### src/rtl/bus_timeout_mon.sv
module bus_timeout_mon #(
  parameter int SH1 = 8,
  parameter int SH2 = 16,
  parameter int SH3 = 24,
  parameter int CW  = 10
) (
  input  logic       clk,
  input  logic       rst_n,
  input  logic       req,
  input  logic       rdy,
  input  logic [1:0] ps_sel,
  input  logic [2:0] tick_sel,
  input  logic       flag_clr,
  output logic       timeout_flag,
  output logic       abort
);
  localparam int PW = SH3;

  logic [PW-1:0] pre;
  logic [CW-1:0] cnt;
  logic [CW-1:0] last;
  logic          fired;
  logic          tick;
  logic          waiting;
  logic          hit;

  always_ff @(posedge clk or negedge rst_n)
    if (!rst_n) pre <= '0;
    else        pre <= pre + 1'b1;

  always_comb
    case (ps_sel)
      2'd1:    tick = &pre[SH1-1:0];
      2'd2:    tick = &pre[SH2-1:0];
      2'd3:    tick = &pre[SH3-1:0];
      default: tick = 1'b0;
    endcase

  assign waiting = req & ~rdy;
  assign last    = (CW'(4) << tick_sel) - CW'(1);
  assign hit     = waiting & tick & ~fired & (cnt == last);

  always_ff @(posedge clk or negedge rst_n)
    if (!rst_n) begin
      cnt   <= '0;
      fired <= 1'b0;
    end else if (!waiting) begin
      cnt   <= '0;
      fired <= 1'b0;
    end else begin
      if (tick && !fired) cnt <= cnt + 1'b1;
      if (hit) fired <= 1'b1;
    end

  always_ff @(posedge clk or negedge rst_n)
    if (!rst_n) begin
      abort        <= 1'b0;
      timeout_flag <= 1'b0;
    end else begin
      abort        <= hit;
      timeout_flag <= hit | (timeout_flag & ~flag_clr);
    end

  assert_abort_single_R6: assert property (@(posedge clk) disable iff (!rst_n)
    abort |=> !abort);
  assert_flag_with_abort_R7: assert property (@(posedge clk) disable iff (!rst_n)
    abort |-> timeout_flag);
  assert_flag_sticky_R7: assert property (@(posedge clk) disable iff (!rst_n)
    (timeout_flag && !flag_clr) |=> timeout_flag);
  assert_flag_rise_R3: assert property (@(posedge clk) disable iff (!rst_n)
    $rose(timeout_flag) |-> abort);
  assert_off_no_abort_R4: assert property (@(posedge clk) disable iff (!rst_n)
    (ps_sel == 2'd0) |=> !abort);
  assert_done_no_abort_R5: assert property (@(posedge clk) disable iff (!rst_n)
    (!req || rdy) |=> !abort);
endmodule

### config.mk
export PLATFORM = sky130hd
export DESIGN_NAME = bus_timeout_mon
export DESIGN_NICKNAME = d
export VERILOG_FILES = /design/src/rtl/bus_timeout_mon.sv
export SDC_FILE = /design/constraint.sdc
export NUM_CORES = 1
export LEC_CHECK = 0
export BUFFER_PORTS_ARGS = -buffer_cell sky130_fd_sc_hd__buf_2
export CAP_MARGIN = 20
export CORE_ASPECT_RATIO = 2
export CORE_MARGIN = 3
export CORE_UTILIZATION = 60
export CTS_BUF_LIST = sky130_fd_sc_hd__clkbuf_4 sky130_fd_sc_hd__clkbuf_8
export CTS_CLUSTER_SIZE = 16
export DETAILED_ROUTE_END_ITERATION = 10
export PLACE_DENSITY = 0.79
export SYNTH_ARGS = -nofsm -noshare
export SYNTH_HDL_FRONTEND = slang
export SYNTH_SLANG_ARGS = --single-unit
### constraint.sdc
create_clock -name clk -period 5.42 [get_ports clk]
set_input_delay 1.084 -clock clk [delete_from_list [all_inputs] [get_ports clk]]
set_output_delay 1.084 -clock clk [all_outputs]
set_load 0.02 [all_outputs]
==> impl_summary.txt <==
----------------------------------------------------
[Yosys]
  Sequential cell area fraction in the yosys report ... roughly half
  Synthesized net count ... 196
  Post-synthesis mux area share ... 0%
  Netlist area before placement ... roughly 1900 um2
  Portion of synthesized cell area occupied by the leading cell type ... 49.5%
  Gate count after technology mapping ... 184
  Largest family of logic cells by synthesized area ... simple AND/OR/NAND/NOR gates
  Per-instance average area after synthesis ... 10.2 um2
  Fraction of the mapped netlist area in compound gates ... 12.1%
  Most area-hungry cell type in the Yosys netlist ... sky130_fd_sc_hd__dfrtp_1
  Cell types with the largest area share after synthesis ... sky130_fd_sc_hd__dfrtp_1 (50%), sky130_fd_sc_hd__xnor2_1 (8.4%), sky130_fd_sc_hd__nand2_1 (3.4%), sky130_fd_sc_hd__xor2_1 (3.3%), sky130_fd_sc_hd__or4_1 (3.2%)
  Post-synthesis share of cell area spent on and, or, nand and nor gates ... 21.4%
  Syn. warnings ... 0
  Xor and xnor area share after synthesis ... 11.7%
  Number of unique standard cell types used by synthesis ... 41
  Synthesized flop and latch total ... 37
  Post-synthesis adder-cell area fraction ... 1.34%

[Timing]
  Number of setup violations in the final report ... 0
  Worst Max-Slew Pin Slew ... about 820 ps
  Skew final ... 7.04 ps
  Count of endpoints failing hold in the final timing report ... 0
  Time the worst path needs with I/O delays and setup ... around 2500 ps
  Final critical-path share of the clock period ... 45.9%
  Worst slew margin relative to its limit ... 45.3%
  Achievable clock frequency ... 402 MHz
  Setup repair after global routing missed its margin ... no
  Final number of max-transition violations ... 0
  Summed negative setup slack over all endpoints ... 0 ps

[Die]
  Die Y-Extent ... roughly 85 um
  Die width ... 45.5 um
  Number of top-level pins ... 12
  Die Footprint ... 3860 um2
  Starting density of the core ... between 60% and 70%
  Row count ... 28
  Core area ... around 3000 um2

[Global route]
  Vias in the first global route ... between 1000 and 1500
  Largest net degree at the start of global routing ... 38
  Initial antenna violation count ... 0
  GRT Resource Usage Total ... between 20% and 30%
  Total congestion overflow after global routing ... 0
  Wire length of the first global-routing pass ... approximately 6400 um

[Setup path]
  Setup slack, reg-to-reg ... 3250 ps
  Largest incremental delay on the critical path ... 590 ps
  Worst setup endpoint ... timeout_flag
  Slowest cell on the critical path ... sky130_fd_sc_hd__or4b_2
  Reg-to-Reg Start ... pre[0]
  Crit path depth ... 6
  Startpoint kind of the worst setup timing path ... primary input
  Endpoint kind of the worst setup timing path ... register
  Critical Path Fanout Max ... 9
  Worst Path Class, Setup ... primary input to register
  Arrival time of the worst setup path ... 2690 ps
  Launching element of the worst setup path ... tick_sel[1]
  End of the worst register-to-register path ... cnt[6]
  Reg2reg path depth ... 6
  Delay-heaviest family, CP ... compound AO/OA/AOI/OAI gates
  Worst EP required ... approximately 5600 ps
  Crit-path cells ... buf_2, o21ai_1, or4b_2, a311o_1, a2111o_1, o21ai_0
  Crit path buffers/inverters ... 1

[Detailed routing]
  Routed wirelength normalized by instance count ... about 17 um
  Residual DRC count ... 0
  Via/cell ratio ... 6.26
  Routed Antenna Nets ... 0
  Drt first pass iters ... 4
  1st-iter DRT viols ... 43
  Total Wirelength ... 3750 um
  Total number of vias ... 1408

[Layout]
  Seq. cell area ... 926 um2
  Final cell utilization of the core ... 67.7%
  Area growth from synthesis to layout ... 7.90%
  Net count reported at finish ... ~210
  Filler cell count in the final layout ... between 200 and 250
  Fraction of final layout cells with drive strength greater than 1 ... 12.3%
  Area of the multi-input gates ... 875 um2
  Number of antenna cells inserted ... 0

[CTS]
  Number of buffers inserted to repair setup after CTS ... 0
  Clock latency on the worst-skew pair ... 280 ps
  Number of levels in the clock H-tree ... 2
  Clock tree root driver cell ... sky130_fd_sc_hd__clkbuf_8
  Clk sink count ... 37
  Number of instances resized during post-cts repair ... 0
  TritonCTS buffer count ... 5
  Clock-pin slew reported for the worst setup and hold paths after clock tree synthesis ... 70 ps
  Hold buffer count at CTS ... 0
  CTS Buffer Depth ... 2
  TritonCTS clock tree ... done

[Run]
  Max-capacitance violation count ... 0

[Hold path]
  Hold Crit Depth ... 1
  Worst Hold Class ... register to register

[Placement]
  Final estimated routing congestion in global placement ... about 0.8
  Post-DP HPWL ... 2800 um
  Number of buffer cells added on primary ports ... 11

[Power and ir drop]
  Standby leakage power ... 0.860 nW
  Power per Cell Area ... 243 nW/um2
  Peak supply drop ... around 250 uV

[Status]
  Status ... complete, no violations

----------------------------------------------------
-- synthesized netlist by cell type (all sizes together) --
cell and instances:
or2 1, a2111o 1, o21ai 5, and3 4, nand4b 1, nor3b 2
ha 2, xor2 7, xnor2 18, a21boi 1, o21ba 2, nand2b 2
o311ai 1, nand4 7, nor2 6, inv 9, o21a 1, o31ai 7
or4 8, o41ai 1, and4 1, nor2b 2, a21oi 10, a311o 2
a31oi 1, nor3 2, or4b 1, nand3b 1, nor4 2, nand2 17
nand3 10, or3 3, clkbuf 4, buf 3, and2 1, o2111ai 1
dfrtp 37
-- routing by layer --
metal	vias up	track usage (%)	share of wire [%]
li1	681	-	-
met1	676	23.9	38
met2	37	39.0	57
met3	14	3.82	2.6
met4	0	8.80	2.6
met5	-	0	0
-- worst register-to-register path: cells and delay by family, from the launching register on --
kind	cells	cell delay [ps]
AO/OA/AOI/OAI	1	160
adder cells (fa/ha/maj)	1	200
flip-flops	1	390
AND/OR/NAND/NOR	4	1330
-- state kept, by name, summed over array words and instances, names as in the netlist --
| name | cells |
|---|---|
| cnt | 10 |
| fired | 1 |
| pre | 24 |
| abort | 1 |
| timeout_flag | 1 |
-- through the flow --
stage	power, mW	hold slack (ps)	cells	setup slack (ps)	cell area [um2]
final	0.490	468	225	2930	2020
after global routing	0.512	498	225	2860	2020
after CTS	0.494	470	225	2840	2010
after detailed placement	0.301	457	218	2540	1920
after global placement	0.300	454	218	2700	1920
after floorplan	0.292	438	184	2800	1870
-- how the worst min path moves through the flow --
stage	from	to	slack, ps
after floorplan	pre[22]	pre[22]	440
after global placement	pre[20]	pre[20]	450
after detailed placement	pre[22]	pre[22]	460
after CTS	pre[22]	pre[22]	470
after global routing	pre[20]	pre[20]	500
final	pre[22]	pre[22]	470
-- cells in the final DEF (no fill, tap or decap), types with 2 or more instances in the layout --
cell type                  synthesis  layout
sky130_fd_sc_hd__ha_1              2       2
sky130_fd_sc_hd__nor3b_1           2       2
sky130_fd_sc_hd__nand3_1          10      10
sky130_fd_sc_hd__nor2_1            6       6
sky130_fd_sc_hd__o21ai_0           4       4
sky130_fd_sc_hd__nand4_1           6       6
sky130_fd_sc_hd__inv_1             9       9
sky130_fd_sc_hd__nand2b_1          2       2
sky130_fd_sc_hd__xor2_1            7       7
sky130_fd_sc_hd__nor2b_1           2       2
sky130_fd_sc_hd__xnor2_1          18      18
sky130_fd_sc_hd__nand2_1          17      17
sky130_fd_sc_hd__a21oi_1          10       9
sky130_fd_sc_hd__or3_1             3       3
sky130_fd_sc_hd__o21ba_2           2       2
sky130_fd_sc_hd__and3_1            4       4
sky130_fd_sc_hd__dfrtp_1          37      37
sky130_fd_sc_hd__buf_2             1      11
sky130_fd_sc_hd__nor3_1            2       2
sky130_fd_sc_hd__or4_1             8       8
sky130_fd_sc_hd__a311o_1           2       2
sky130_fd_sc_hd__clkbuf_8          0       6
sky130_fd_sc_hd__nor4_1            2       2
sky130_fd_sc_hd__o31ai_1           7       7
-- cell families (layout without fill, tap and decap cells) --
logic type	count (synthesis)	in the layout
xor+xnor	25	25
buf+inv	16	27
flops	37	37
compound gates	33	33
fa+ha+maj	2	2
simple gates	71	71
-- layout make-up --
cell class	instances	share of cell area (%)
well taps	30	1.86
flip-flops and latches	37	45.9
inverters	9	1.67
repair buffers	11	2.73
multi-input cells	131	43.4
clock buffers	7	4.47
-- report_power, final --
group	internal, mW	switching (mW)
sequential	0.276	0.00000000000000000908
combinational	0.00607	0.0137
clock	0.106	0.0888
(Power assumes the default switching activity.)
